===== src/rtl/brx_pkg.sv =====
package brx_pkg;

    typedef enum logic [1:0] {
        FLG_NONE = 2'b00,
        FLG_Z    = 2'b01,
        FLG_N    = 2'b10,
        FLG_C    = 2'b11
    } flag_sel_e;

    typedef enum logic [1:0] {
        FRM_ALL_SET = 2'b00,
        FRM_ALL_CLR = 2'b01,
        FRM_ANY_SET = 2'b10,
        FRM_ANY_CLR = 2'b11
    } cond_form_e;

    typedef struct packed {
        flag_sel_e  sel;
        cond_form_e form;
    } cond_code_t;

    typedef enum logic [1:0] {
        ST_IDLE   = 2'b00,
        ST_SHADOW = 2'b01,
        ST_REDIR  = 2'b10
    } seq_state_e;

endpackage


===== src/rtl/brx_flag_reduce.sv =====
module brx_flag_reduce
    import brx_pkg::*;
#(
    parameter int LANES = 16
) (
    input  logic [LANES-1:0] flags,
    input  cond_form_e       form,
    output logic             hit
);

    always_comb begin
        hit = 1'b0;
        unique case (form)
            FRM_ALL_SET: hit = &flags;
            FRM_ALL_CLR: hit = ~|flags;
            FRM_ANY_SET: hit = |flags;
            FRM_ANY_CLR: hit = ~&flags;
            default:     hit = 1'b0;
        endcase
    end

endmodule


===== src/rtl/brx_cond_eval.sv =====
module brx_cond_eval
    import brx_pkg::*;
#(
    parameter int LANES = 16
) (
    input  logic [3:0]       cond,
    input  logic [LANES-1:0] lane_z,
    input  logic [LANES-1:0] lane_n,
    input  logic [LANES-1:0] lane_c,
    output logic             take
);

    localparam int NFLAGS = 3;

    cond_code_t             code;
    logic [LANES-1:0]       fvec [NFLAGS];
    logic [NFLAGS-1:0]      hits;

    assign code    = cond_code_t'(cond);
    assign fvec[0] = lane_z;
    assign fvec[1] = lane_n;
    assign fvec[2] = lane_c;

    for (genvar k = 0; k < NFLAGS; k++) begin : g_red
        brx_flag_reduce #(.LANES(LANES)) u_red (
            .flags (fvec[k]),
            .form  (code.form),
            .hit   (hits[k])
        );
    end

    always_comb begin
        take = 1'b1;
        unique case (code.sel)
            FLG_NONE: take = 1'b1;
            FLG_Z:    take = hits[0];
            FLG_N:    take = hits[1];
            FLG_C:    take = hits[2];
            default:  take = 1'b1;
        endcase
    end

endmodule


===== src/rtl/brx_target_calc.sv =====
module brx_target_calc #(
    parameter int AW         = 32,
    parameter int INSN_BYTES = 4
) (
    input  logic          rel,
    input  logic          use_reg,
    input  logic [AW-1:0] reg_val,
    input  logic [AW-1:0] imm,
    input  logic [AW-1:0] pc,
    output logic [AW-1:0] target,
    output logic [AW-1:0] link
);

    localparam logic [AW-1:0] STEP = AW'(INSN_BYTES);

    logic [AW-1:0] base;

    assign link   = pc + STEP;
    assign base   = imm + (use_reg ? reg_val : '0);
    assign target = rel ? (base + link) : base;

endmodule


===== src/rtl/brx_slot_seq.sv =====
module brx_slot_seq
    import brx_pkg::*;
#(
    parameter int SLOTS = 3
) (
    input  logic clk,
    input  logic rst_n,
    input  logic start,
    input  logic adv,
    output logic busy,
    output logic redirect
);

    localparam int            CW   = $clog2(SLOTS + 1);
    localparam logic [CW-1:0] LAST = CW'(SLOTS - 1);
    localparam logic [CW-1:0] FULL = CW'(SLOTS);

    seq_state_e    st_q, st_d;
    logic [CW-1:0] cnt_q, cnt_d;

    always_comb begin
        st_d  = st_q;
        cnt_d = cnt_q;
        unique case (st_q)
            ST_IDLE: begin
                if (start) begin
                    st_d  = ST_SHADOW;
                    cnt_d = '0;
                end
            end
            ST_SHADOW: begin
                if (adv) begin
                    if (cnt_q == LAST) st_d = ST_REDIR;
                    else               cnt_d = cnt_q + 1'b1;
                end
            end
            ST_REDIR: st_d = ST_IDLE;
            default:  st_d = ST_IDLE;
        endcase
    end

    always_ff @(posedge clk or negedge rst_n) begin
        if (!rst_n) begin
            st_q  <= ST_IDLE;
            cnt_q <= '0;
        end else begin
            st_q  <= st_d;
            cnt_q <= cnt_d;
        end
    end

    always_comb begin
        busy     = (st_q != ST_IDLE);
        redirect = (st_q == ST_REDIR);
    end

    // independent strobe tally for the slot-count check
    logic [CW-1:0] chk_q;
    always_ff @(posedge clk or negedge rst_n) begin
        if (!rst_n)                            chk_q <= '0;
        else if (start && !busy)               chk_q <= '0;
        else if (st_q == ST_SHADOW && adv)     chk_q <= chk_q + 1'b1;
    end

    AST_REDIR_AFTER_SLOTS: assert property (@(posedge clk) disable iff (!rst_n)
        redirect |-> (chk_q == FULL));
    AST_REDIR_SINGLE: assert property (@(posedge clk) disable iff (!rst_n)
        redirect |=> !redirect);
    AST_START_LEAVES_IDLE: assert property (@(posedge clk) disable iff (!rst_n)
        (start && !busy) |=> (busy && !redirect));

endmodule


===== src/rtl/simd_branch_unit.sv =====
module simd_branch_unit #(
    parameter int LANES        = 16,
    parameter int AW           = 32,
    parameter int SLOTS        = 3,
    parameter bit STRICT_USAGE = 1'b1
) (
    input  logic             clk,
    input  logic             rst_n,
    input  logic             br_valid,
    input  logic [3:0]       br_cond,
    input  logic             br_rel,
    input  logic             br_use_reg,
    input  logic [AW-1:0]    br_reg_val,
    input  logic [AW-1:0]    br_imm,
    input  logic [AW-1:0]    br_pc,
    input  logic [LANES-1:0] lane_z,
    input  logic [LANES-1:0] lane_n,
    input  logic [LANES-1:0] lane_c,
    input  logic             inst_adv,
    output logic             br_taken,
    output logic             link_we,
    output logic [AW-1:0]    link_val,
    output logic             redirect_vld,
    output logic [AW-1:0]    redirect_pc
);

    logic          take;
    logic          busy;
    logic          accept;
    logic          start;
    logic [AW-1:0] tgt;
    logic [AW-1:0] lnk;

    brx_cond_eval #(.LANES(LANES)) u_cond (
        .cond   (br_cond),
        .lane_z (lane_z),
        .lane_n (lane_n),
        .lane_c (lane_c),
        .take   (take)
    );

    brx_target_calc #(.AW(AW)) u_tgt (
        .rel     (br_rel),
        .use_reg (br_use_reg),
        .reg_val (br_reg_val),
        .imm     (br_imm),
        .pc      (br_pc),
        .target  (tgt),
        .link    (lnk)
    );

    assign accept = br_valid && !busy;
    assign start  = accept && take;

    brx_slot_seq #(.SLOTS(SLOTS)) u_seq (
        .clk      (clk),
        .rst_n    (rst_n),
        .start    (start),
        .adv      (inst_adv),
        .busy     (busy),
        .redirect (redirect_vld)
    );

    logic          taken_q;
    logic [AW-1:0] link_q;
    logic [AW-1:0] rpc_q;

    always_ff @(posedge clk or negedge rst_n) begin
        if (!rst_n) begin
            taken_q <= 1'b0;
            link_q  <= '0;
            rpc_q   <= '0;
        end else begin
            taken_q <= start;
            if (start) begin
                link_q <= lnk;
                rpc_q  <= tgt;
            end
        end
    end

    assign br_taken    = taken_q;
    assign link_we     = taken_q;
    assign link_val    = link_q;
    assign redirect_pc = rpc_q;

    AST_TAKEN_OPENS_SHADOW: assert property (@(posedge clk) disable iff (!rst_n)
        br_taken |-> (busy && !redirect_vld));
    AST_TAKEN_PULSE: assert property (@(posedge clk) disable iff (!rst_n)
        br_taken |=> !br_taken);
    AST_TARGET_HELD: assert property (@(posedge clk) disable iff (!rst_n)
        busy |=> (!busy || $stable(redirect_pc)));
    AST_BUSY_DROPS_REQ: assert property (@(posedge clk) disable iff (!rst_n)
        (br_valid && busy) |=> !br_taken);

    if (STRICT_USAGE) begin : g_strict
        AST_NO_REQ_WHILE_PENDING: assert property (@(posedge clk) disable iff (!rst_n)
            br_valid |-> !busy);
    end

endmodule


===== config.mk =====
export PLATFORM = sky130hd
export DESIGN_NAME = simd_branch_unit
export DESIGN_NICKNAME = d
export VERILOG_FILES = /design/src/rtl/brx_pkg.sv /design/src/rtl/brx_flag_reduce.sv /design/src/rtl/brx_cond_eval.sv /design/src/rtl/brx_target_calc.sv /design/src/rtl/brx_slot_seq.sv /design/src/rtl/simd_branch_unit.sv
export SDC_FILE = /design/constraint.sdc
export NUM_CORES = 1
export LEC_CHECK = 0
export ABC_AREA = 0
export BUFFER_PORTS_ARGS = -buffer_cell sky130_fd_sc_hd__buf_4
export CAP_MARGIN = 20
export CELL_PAD_IN_SITES_DETAIL_PLACEMENT = 0
export CELL_PAD_IN_SITES_GLOBAL_PLACEMENT = 1
export CORE_UTILIZATION = 39
export CTS_CLUSTER_DIAMETER = 200
export CTS_CLUSTER_SIZE = 24
export DETAILED_ROUTE_END_ITERATION = 10
export GPL_ROUTABILITY_DRIVEN = 1
export PLACE_DENSITY_LB_ADDON = 0.25
export RECOVER_POWER = 100
export SYNTH_ARGS = -nofsm -noshare
export SYNTH_HDL_FRONTEND = slang
export SYNTH_SLANG_ARGS = --single-unit

===== constraint.sdc =====
create_clock -name clk -period 1.7 [get_ports clk]
set_input_delay 0.255 -clock clk [delete_from_list [all_inputs] [get_ports clk]]
set_output_delay 0.255 -clock clk [all_outputs]
set_load 0.05 [all_outputs]

* Word level (Yosys, flattened, before mapping) *
Cells that the tools add are included.

word-level totals
  register bits after elaboration = 69
  output and inout bits = 67
  logic and storage cells = 58

cells by class
  add/subtract/negate cells = 4
  equality and inequality tests = 13
  mux-type cells = 14
  reductions and logical operators = 22

operators by type and width
  kind                                                                      number
  32-bit adder                                                              2
  32-bit two-way mux                                                        2
  16-bit AND reduction                                                      3
  16-bit OR reduction                                                       3
  32-bit by 3-bit adder with 32-bit output (second input constant)          1
  1-bit one-hot mux with 4 select lines                                     4
  2-bit equality test (second input constant)                               6
  2-bit two-way mux                                                         6
  2-bit one-hot mux with 2 select lines                                     2
  1-bit zero test                                                           7
  2-bit by 1-bit equality test with 1-bit output (second input constant)    3
  2-bit zero test                                                           3
  2-bit inequality test (second input constant)                             3
  4-bit AND reduction                                                       1
  2-bit nonzero test                                                        2
  3-bit AND reduction                                                       1
  2-bit by 1-bit adder with 2-bit output (second input constant)            1
  1-bit logical AND                                                         2
  2-bit by 1-bit inequality test with 1-bit output (second input constant)  1

* Depth between registers and ports, before layout *
Gate-level depths: netlist of the first run.

  word-level depth = 7
  depth in mapped cells = 21
  depth with buffers taken out = 21

* Cells and area by module *
Synthesis of the first run repeated with hierarchy kept, for this count alone.

unflattened totals
  cell total of the unflattened synthesis = 796
  area, all modules = 7,310.8 µm²

modules (own cells, without submodules)
  module            times used  cells an instance  area each (µm²)  seq. area each (µm²)
  brx_target_calc   1           585                4,119.0          0.0
  simd_branch_unit  1           139                2,635.0          1,626.6
  brx_flag_reduce   3           16                 105.1            0.0
  brx_slot_seq      1           21                 214.0            100.1
  brx_cond_eval     1           3                  27.5             0.0

* Worst setup path after synthesis of the first run *
OpenSTA, ideal clock, no wires.

  path kind = input port to flip-flop
  start point = in br_reg_val[0]
  end point = reg rpc_q[28] (netlist: redirect_pc[28])
  library setup time = 131 ps
  arrival = 4,285 ps
  slack = -2,716 ps
  cell stages on the path = 21
  path buffers = 0
  cell sequence = and2_1 -> ha_1 -> fa_1 -> a211oi_1 -> o21bai_1 -> a21oi_1 -> o21bai_1 -> a21oi_1 -> o21bai_1 -> a21oi_1 -> xnor2_1 -> ha_1 -> nand3_1 -> a21oi_1 -> a22oi_1 -> o211ai_1 -> a2111oi_2 -> o31ai_2 -> a221oi_1 -> xor2_1 -> o21ai_0

between the ends
  longest elaborated chain between the ends = 4

RTL lines
  item                  RTL line                source
  from (decl)           simd_branch_unit.sv:13  input logic [AW-1:0] br_reg_val,
  32-bit two-way mux *  brx_target_calc.sv:19   assign base = imm + (use_reg ? reg_val : '0);
  32-bit adder *        brx_target_calc.sv:19
  32-bit adder          brx_target_calc.sv:20   assign target = rel ? (base + link) : base;
  32-bit two-way mux *  brx_target_calc.sv:20
  to (signal assigned)  simd_branch_unit.sv:77  rpc_q <= tgt;
  to (decl)             simd_branch_unit.sv:66  logic [AW-1:0] rpc_q;

Mark *: on every way between the ends. The rest lies on a longest branch, timed or not.
A chain may end at the register's enable or synchronous reset.

* Worst setup path in the final report of the first run *
  start point = in br_use_reg
  end point = reg rpc_q[24] (netlist: redirect_pc[24])

between the ends
  longest elaborated chain between the ends = 4

RTL lines
  item                  RTL line                source
  from (decl)           simd_branch_unit.sv:12  input logic br_use_reg,
  32-bit two-way mux *  brx_target_calc.sv:19
  32-bit adder *        brx_target_calc.sv:19
  32-bit adder          brx_target_calc.sv:20
  32-bit two-way mux *  brx_target_calc.sv:20

Marks and branches as above.

==> results_dict.tcl, run 1 <==
set metrics [dict create \
    status "complete, but fails checks" \
    violations "negative setup slack" \
    ys_seq_area_frac 0.239 \
    synth_most_common_cell "nand2_1" \
    antenna_found_initial 0 \
    relSlewSlack 0.409 \
    die_area_sq_um 19000 \
    synth_top_flop_cell "dfrtp_1" \
    yosysUniqueCellTypes 71 \
    yosys_warnings 0 \
    cts_root_buf "clkbuf_16" \
    cp_max_fo 10 \
    io_buffers 220 \
    fmax_mhz 239 \
    clkTransAtPathRegs_ns 0.06 \
    p_leak_nw 6.40 \
    rows 49 \
    grt_pass1_vias 8492 \
    clk_path_buf_depth 2 \
    tightest_slew_ns 0.886 \
    dp_hpwl_mm 20.6 \
    drt_iter0_drc 370 \
    clkLatencyLatePin_ns 0.35 \
    grt_pass1_wl_mm 41.4 \
    coreArea_sq_um 18000 \
    syn_area_sq_um 7210 \
    drtPass1Iterations 5 \
    die_w_microns 138 \
    criticalPathCategory "input port to register" \
    ys_top_cells_by_area "dfrtp_1 24%, ha_1 11%, xnor2_1 5.7%" \
    drt_wl_total_mm 28.8 \
    finalSetupViolations 68 \
    setup_tns_ns -67.13 \
    synthesis.nets 1086 \
    post-route-period-util 2.46 \
    gr-usage-all-layers 0.282 \
    layout-drive-gt1-share 0.509 \
    hp-class "input port to register" \
    cp_data_arrival_time_ns 4.45 \
    vias 8851 \
    synthArstFlopShare 1.00 \
    start_kind "input port" \
    final_area_sq_um 13400 \
    post_drt_via_cell_ratio 5.32 \
    place.gp.congestion 0.902 \
    rsz0062_at_grt "true" \
    drc 0 \
    avgSynthCellArea_sq_um 8.33 \
    ys_seq_elements 69 \
    final_util 0.742 \
    ant_nets 0 \
    worst_slack_ns -2.49 \
    diodes 0 \
    p_per_area_nw_per_um2 1170 \
    nNetsFinal 1649 \
    routedWlPerCell_microns 17.3 \
    overflow 0 \
    grt_max_degree 30 \
    cts_tree "yes" \
    end_kind "register" \
    drv_slew 0 \
    fin_crit_ns 4.19 \
    fillCellCount 1339 \
    synth-edff-count 0 \
    synth_cells 866 \
    die_h_microns 138 \
    initial_utilization 0.400 \
    clock_sinks 69 \
    max-cap-violations 0 \
    cts_inserted_buffers 9 \
    yosysTopAreaCell "dfrtp_1" \
    io_pins 221 \
    h-tree-depth 3 \
    yosys-top-cells-count "84 x nand2_1, 69 x dfrtp_1, 64 x ha_1" \
    place_area_sq_um 11700 \
    syn_to_final_growth_pct 85.6 \
    peakVddDrop_uv 1040 \
    place_ws_ns -2.82 \
    synth_top_area_share 0.239 \
    total_power_mw 15.7 \
    finalClockSkew_ns 0.00705 \
    finalHoldViolations 0 \
    crit_required_ns 1.96 \
]
per-layer routing:
layer,GRT usage,vias up,wire length [microns],part of all wire
met5,0,-,0,0
met4,0.0900,0,597,0.021
met3,0.0322,41,2110,0.073
met2,0.484,321,13800,0.48
met1,0.366,4141,12300,0.43
li1,-,4348,-,-
registers in the layout (all words and copies together) (netlist names):
register,count
redirect_pc,32
u_seq.st_q,2
br_taken,1
u_seq.cnt_q,2
link_val,32
worst max-delay path, cell delays in order:
cell and delay (ns):
bufbuf_16 0.25, and2_4 0.16, ha_4 0.24, and3_4 0.18
and3_1 0.19, nand3_2 0.13, nand3b_1 0.14, or3_4 0.35
a21oi_2 0.18, xnor2_2 0.15, ha_1 0.29, buf_4 0.16
a31oi_1 0.27, o211ai_1 0.23, a2111oi_4 0.52, o31ai_4 0.17
a211oi_1 0.31, o31ai_1 0.12, a2bb2oi_1 0.16
per-stage QoR:
| step | cells | hold slack, ns |
|---|---|---|
| CTS | 1653 | 0.117 |
| floorplan | 866 | -0.0406 |
| global route | 1663 | 0.126 |
| global placement | 1580 | 0.234 |
| finish | 1663 | 0.118 |
| detailed placement | 1580 | 0.241 |
what timing repair did:
action                                  in CTS  in global routing
endpoints found under the hold margin       27                  0
cloned                                       4                  3
endpoints found under the setup margin      68                 68
buffers inserted                            55                 29
gates resized for setup                    126                 87
pin swaps                                   86                 98
hold buffers                                 1                  0
layout make-up:
cell class                      instances  area (sq um)  share of cell area
Timing Repair Buffer                  578          4420               0.331
Clock buffer                            9           225              0.0168
Clock inverter                          7          98.8             0.00739
Tap cell                              229           287              0.0214
Sequential cell                        69          1730               0.129
Inverter                               27           114             0.00851
Multi-Input combinational cell        743          6490               0.485
Timing Repair inverter                  1          16.3             0.00122
kinds of logic after synthesis:
group                      share of synthesized area
muxes                                         0.0802
adders and majority gates                      0.117
DFF                                            0.239
xor gates and xnor gates                      0.0918
and+or+nand+nor                                0.220
buffers and inverters                         0.0319
AOI/OAI and AO/OA                              0.221
final timing paths:
check / start / end / slack (ns) / depth (start not counted)
setup / recovery: br_use_reg / redirect_pc[24] / -2.49 / 19
hold / removal: br_pc[0] / link_val[0] / 0.12 / 3
max in group asynchronous: rst_n / link_val[28] / 0.14 / 3
hold reg to reg: link_val[1] / link_val[1] / 0.48 / 2
min in group asynchronous: rst_n / redirect_pc[18] / 0.58 / 2
setup reg to reg: u_seq.st_q[0] / redirect_pc[24] / 0.09 / 6
report_power, final:
group	internal (mW)	switching (mW)
sequential	2.43	0.503
clock	1.29	0.815
combinational	4.31	6.33
placed cells by master (no fill, tap or decap), drive strengths merged, types with 14 or more instances in the layout:
cell	count
buf	504
nor3	22
a21o	28
and3	14
ha	64
nand3	29
nand2	85
clkbuf	81
inv	27
nor4	21
o21ai	64
nor2	48
xnor2	47
and2	38
dfrtp	69
mux2i	24
mux2	30
xor2	26
nand4	21
a21oi	57
Note: power is estimated with default switching activity, not from simulation.
==> run 2: changes to the inputs <==
--- a/config.mk
+++ b/config.mk
@@ -10,6 +10,7 @@
 export CAP_MARGIN = 20
 export CELL_PAD_IN_SITES_DETAIL_PLACEMENT = 0
 export CELL_PAD_IN_SITES_GLOBAL_PLACEMENT = 1
+export CORE_MARGIN = 8
 export CORE_UTILIZATION = 39
 export CTS_CLUSTER_DIAMETER = 200
 export CTS_CLUSTER_SIZE = 24
==> constraint.sdc (replaced) <==
create_clock -name clk -period 4.2 [get_ports clk]
set_input_delay 0.63 -clock clk [delete_from_list [all_inputs] [get_ports clk]]
set_output_delay 0.63 -clock clk [all_outputs]
set_load 0.05 [all_outputs]
==> results_dict.tcl, run 2 (synthesized netlist as in run 1, its figures left out) <==
set metrics [dict create \
    cts_root_buf "clkbuf_16" \
    syn_to_final_growth_pct 60.5 \
    nNetsFinal 1530 \
    routedWlPerCell_microns 16.9 \
    fmax_mhz 229 \
    post-route-period-util 1.04 \
    violations "max-capacitance violations, max-slew violations, negative setup slack" \
    drt_iter0_drc 334 \
    fin_crit_ns 4.37 \
    holdPathStages 2 \
    ant_nets 0 \
    place_ws_ns -0.737 \
    cp-startpoint "br_use_reg" \
    io_buffers 220 \
    vias 8109 \
    drv_slew 112 \
    initial_utilization 0.400 \
    rsz0062_at_grt "true" \
    finalHoldViolations 0 \
    finalSetupViolations 8 \
    rows 49 \
    clkLatencyLatePin_ns 0.33 \
    rr_startpoint "u_seq.st_q[1]" \
    clkTransAtPathRegs_ns 0.06 \
    mostFrequentLayoutCell "buf_4" \
    fillCellCount 1620 \
    h-tree-depth 3 \
    peakVddDrop_uv 418 \
    die_area_sq_um 23100 \
    cp_data_arrival_time_ns 4.63 \
    io_pins 221 \
    relSlewSlack -0.204 \
    setup_tns_ns -0.903 \
    grt_pass1_vias 8061 \
    dp_hpwl_mm 20.6 \
    criticalPathCategory "input port to register" \
    antenna_found_initial 0 \
    grt_max_degree 70 \
    die_w_microns 152 \
    cts_inserted_buffers 9 \
    worst_slack_ns -0.173 \
    drtPass1Iterations 4 \
    crit_required_ns 4.46 \
    start_kind "input port" \
    place.gp.congestion 0.894 \
    tightest_slew_ns 1.81 \
    overflow 0 \
    diodes 0 \
    clk_path_buf_depth 2 \
    hp-start "redirect_pc[0]" \
    status "complete, but fails checks" \
    grt_pass1_wl_mm 41.4 \
    r2r_slack_ns 1.76 \
    hp-class "register to register" \
    gr-usage-all-layers 0.214 \
    cts_hold_buf 0 \
    p_per_area_nw_per_um2 482 \
    max-cap-violations 2 \
    r2r_cells 4 \
    layout-drive-gt1-share 0.413 \
    coreArea_sq_um 18000 \
    reg2reg_to "link_val[10]" \
    cp_max_fo 5 \
    cts_tree "yes" \
    clock_sinks 69 \
    end_kind "register" \
    finalClockSkew_ns 0.00684 \
    drt_wl_total_mm 26.0 \
    final_cell_mix "382 x buf_4, 82 x nand2_1, 70 x clkbuf_1" \
    whs_endpoint "redirect_pc[0]" \
    die_h_microns 152 \
    post_drt_via_cell_ratio 5.26 \
    p_leak_nw 5.48 \
    drc 0 \
]
==> run 2: how the worst max path moves through the flow <==
stage | to | slack, ns | cells past startpoint
after floorplan | redirect_pc[31] | -0.23 | 21
after global placement | redirect_pc[24] | -0.58 | 20
after detailed placement | redirect_pc[31] | -0.74 | 22
after CTS | redirect_pc[31] | -0.09 | 19
after global routing | redirect_pc[26] | -0.40 | 22
final | redirect_pc[26] | -0.17 | 24
==> run 2: final cells by class <==
type                            count  area [sq um]  area share
Multi-Input combinational cell    743          5910       0.511
Clock buffer                       11           243      0.0210
Clock inverter                      4          48.8     0.00422
Tap cell                          229           287      0.0248
Timing Repair Buffer              460          3260       0.281
Inverter                           27           101     0.00876
Sequential cell                    69          1730       0.149
==> run 2: report_power, final <==
group / total, mW / internal (mW) / switching (mW)
combinational: 3.66 / 1.33 / 2.32
clock: 0.765 / 0.472 / 0.293
sequential: 1.16 / 0.983 / 0.179
total: 5.58 / 2.79 / 2.80
==> run 2: repair_timing <==
item / CTS / global route
setup endpoints to repair: 13 / 19
cloned: 0 / 2
resized for setup: 37 / 47
hold endpoints to repair: 0 / 0
setup buffers: 25 / 13
pin swaps: 29 / 32
==> run 2: routing by layer <==
layer  vias up  share of wire  GRT usage
met2       217           0.45      0.338
met5         -              0          0
met3        10          0.055     0.0454
met4         0         0.0067     0.0453
met1      3780           0.49      0.294
li1       4102              -          -
==> run 2: worst max-delay path, cell delays in order <==
cell       delay (ns)
buf_12           0.11
and2_4           0.13
ha_4             0.16
fa_2             0.34
a211oi_2         0.22
o21bai_1         0.12
a21oi_2          0.15
o21bai_1         0.09
a21oi_2          0.14
o21bai_1         0.11
a21oi_2          0.19
xnor2_1          0.09
ha_1             0.25
a21oi_2          0.15
nor2_1           0.06
a211oi_2         0.18
o211ai_1         0.12
buf_4            0.16
a2111oi_4        0.43
buf_4            0.20
nor4_4           0.04
o21a_1           0.17
o31a_1           0.27
o21ai_1          0.11
==> run 2: per-stage QoR <==
| step | hold WS [ns] | area [sq um] | total power [mW] | utilization | std cells |
|---|---|---|---|---|---|
| after floorplan | 0.334 | 7490 | 3.48 | - | 866 |
| after global placement | 0.460 | 10800 | 4.81 | 0.600 | 1491 |
| after detailed placement | 0.466 | 10800 | 4.87 | 0.600 | 1491 |
| after CTS | 0.475 | 11500 | 5.76 | 0.636 | 1531 |
| after global routing | 0.499 | 11600 | 5.93 | 0.642 | 1543 |
| final | 0.476 | 11600 | 5.58 | 0.642 | 1543 |
==> run 3: changes to the inputs <==
--- a/config.mk
+++ b/config.mk
@@ -18,6 +18,7 @@
 export GPL_ROUTABILITY_DRIVEN = 1
 export PLACE_DENSITY_LB_ADDON = 0.25
 export RECOVER_POWER = 100
+export SKIP_CTS_REPAIR_TIMING = 1
 export SYNTH_ARGS = -nofsm -noshare
 export SYNTH_HDL_FRONTEND = slang
 export SYNTH_SLANG_ARGS = --single-unit
==> results_dict.tcl, run 3 (synthesized netlist as in run 1, its figures left out) <==
set metrics [dict create \
    crit_required_ns 4.42 \
    ant_nets 0 \
    stdcell_count 1520 \
    worst-path-buf-inv 2 \
    die_area_sq_um 23100 \
    grt_pass1_wl_mm 40.4 \
    finalHoldViolations 0 \
    cp_max_fo 5 \
    h-tree-depth 3 \
    final_util 0.623 \
    cp-startpoint "br_use_reg" \
    rsz0062_at_grt "true" \
    vias 7993 \
    reg2reg_to "link_val[12]" \
    cpLargestDelayFamily "compound AO/OA/AOI/OAI gates" \
    cts_tree "yes" \
    gr-usage-all-layers 0.209 \
    nNetsFinal 1507 \
    criticalPathCategory "input port to register" \
    crit_path_top_delay_cell "a2111oi_4" \
    crit_top_cell "a21oi_2" \
    dp_cells 1491 \
    final_cell_mix "363 x buf_4, 82 x nand2_1, 70 x clkbuf_1" \
    drc 0 \
    post_drt_via_cell_ratio 5.26 \
    max-cap-violations 2 \
    io_pins 221 \
    die_w_microns 152 \
    diodes 0 \
    cts_root_buf "clkbuf_16" \
    tightest_slew_ns 1.81 \
    antenna_found_initial 0 \
    cts_inserted_buffers 9 \
    drt_wl_total_mm 25.5 \
    rr_startpoint "u_seq.st_q[1]" \
    holdPathStages 2 \
    mostFrequentLayoutCell "buf_4" \
    post-route-period-util 1.06 \
    die_h_microns 152 \
    clock_sinks 69 \
    finalClockSkew_ns 0.00565 \
    layout-drive-gt1-share 0.390 \
    finalSetupViolations 12 \
    fmax_mhz 225 \
    violations "max-capacitance violations, max-slew violations, negative setup slack" \
    place_ws_ns -0.737 \
    peakVddDrop_uv 417 \
    clkLatencyLatePin_ns 0.33 \
    r2r_slack_ns 1.73 \
    worstPathCellList "buf_12, and2_4, ha_4, fa_2, a211oi_2, o21bai_1, a21oi_2, o21bai_1, a21oi_2, o21bai_2, a21oi_2, xnor2_1, ha_1, nand3_2, a21oi_2, a22oi_2, o211ai_1, buf_4, a2111oi_4, o31ai_4, a221oi_2, xor2_1, o21ai_1" \
    grt_max_degree 70 \
    rows 49 \
    drtPass1Iterations 5 \
    dp_hpwl_mm 20.6 \
    status "complete, but fails checks" \
    place.gp.congestion 0.894 \
    clk_path_buf_depth 2 \
    syn_to_final_growth_pct 55.9 \
    coreArea_sq_um 18000 \
    fin_crit_ns 4.44 \
    clkTransAtPathRegs_ns 0.06 \
    overflow 0 \
    initial_utilization 0.400 \
    p_leak_nw 5.35 \
    cp_data_arrival_time_ns 4.66 \
    endpoint "redirect_pc[28]" \
    worst_slack_ns -0.240 \
    cp.depth 23 \
    routedWlPerCell_microns 16.8 \
    r2r_cells 4 \
    hp-class "register to register" \
    io_buffers 220 \
    cpPeakStageDelay_ns 0.44 \
    grt_pass1_vias 7875 \
    start_kind "input port" \
    relSlewSlack -0.209 \
    drt_iter0_drc 282 \
    fillCellCount 1692 \
    drv_slew 112 \
    p_per_area_nw_per_um2 487 \
    end_kind "register" \
]
## run 3: where the power goes
part / internal, mW / switching (mW) / leakage, nW
Sequential: 0.983 / 0.178 / 0.841
Clock: 0.472 / 0.294 / 0.145
Combinational: 1.27 / 2.28 / 4.36
## run 3: how the worst min path moves through the flow
stage / end / from / slack, ns
after floorplan: br_taken / rst_n / 0.33
after global placement: redirect_pc[10] / redirect_pc[10] / 0.46
after detailed placement: link_val[3] / link_val[3] / 0.47
after CTS: redirect_pc[4] / rst_n / 0.48
after global routing: link_val[3] / link_val[3] / 0.50
final: link_val[3] / link_val[3] / 0.48
## run 3: layout make-up
cell class | instances | area, sq um | share of cell area
Clock inverter | 4 | 48.8 | 0.00434
Tap cell | 229 | 287 | 0.0255
Clock buffer | 11 | 243 | 0.0216
Inverter | 27 | 101 | 0.00902
Timing Repair Buffer | 437 | 3070 | 0.273
Multi-Input combinational cell | 743 | 5760 | 0.513
Sequential cell | 69 | 1730 | 0.154
## run 3: routing by layer
layer	part of all wire	vias up	wire length, microns	track usage
met1	0.50	3696	12700	0.292
met5	0	-	0	0
li1	-	4052	-	-
met4	0.0087	0	221	0.0401
met2	0.44	227	11100	0.325
met3	0.056	18	1430	0.0454
## run 3: worst min-delay path, stage by stage, from the launching register on
cell	delay, ns
dfrtp_1	0.34
nand2_1	0.05
nand2_1	0.05
## run 3: metrics by stage
step / area (sq um) / setup TNS [ns] / power [mW] / hold WS, ns
after CTS: 11100 / -2.94 / 5.66 / 0.475
after global placement: 10800 / -7.37 / 4.81 / 0.460
final: 11200 / -1.69 / 5.48 / 0.475
after floorplan: 7490 / -0.794 / 3.48 / 0.334
after detailed placement: 10800 / -8.41 / 4.87 / 0.466
after global routing: 11200 / -5.07 / 5.82 / 0.499
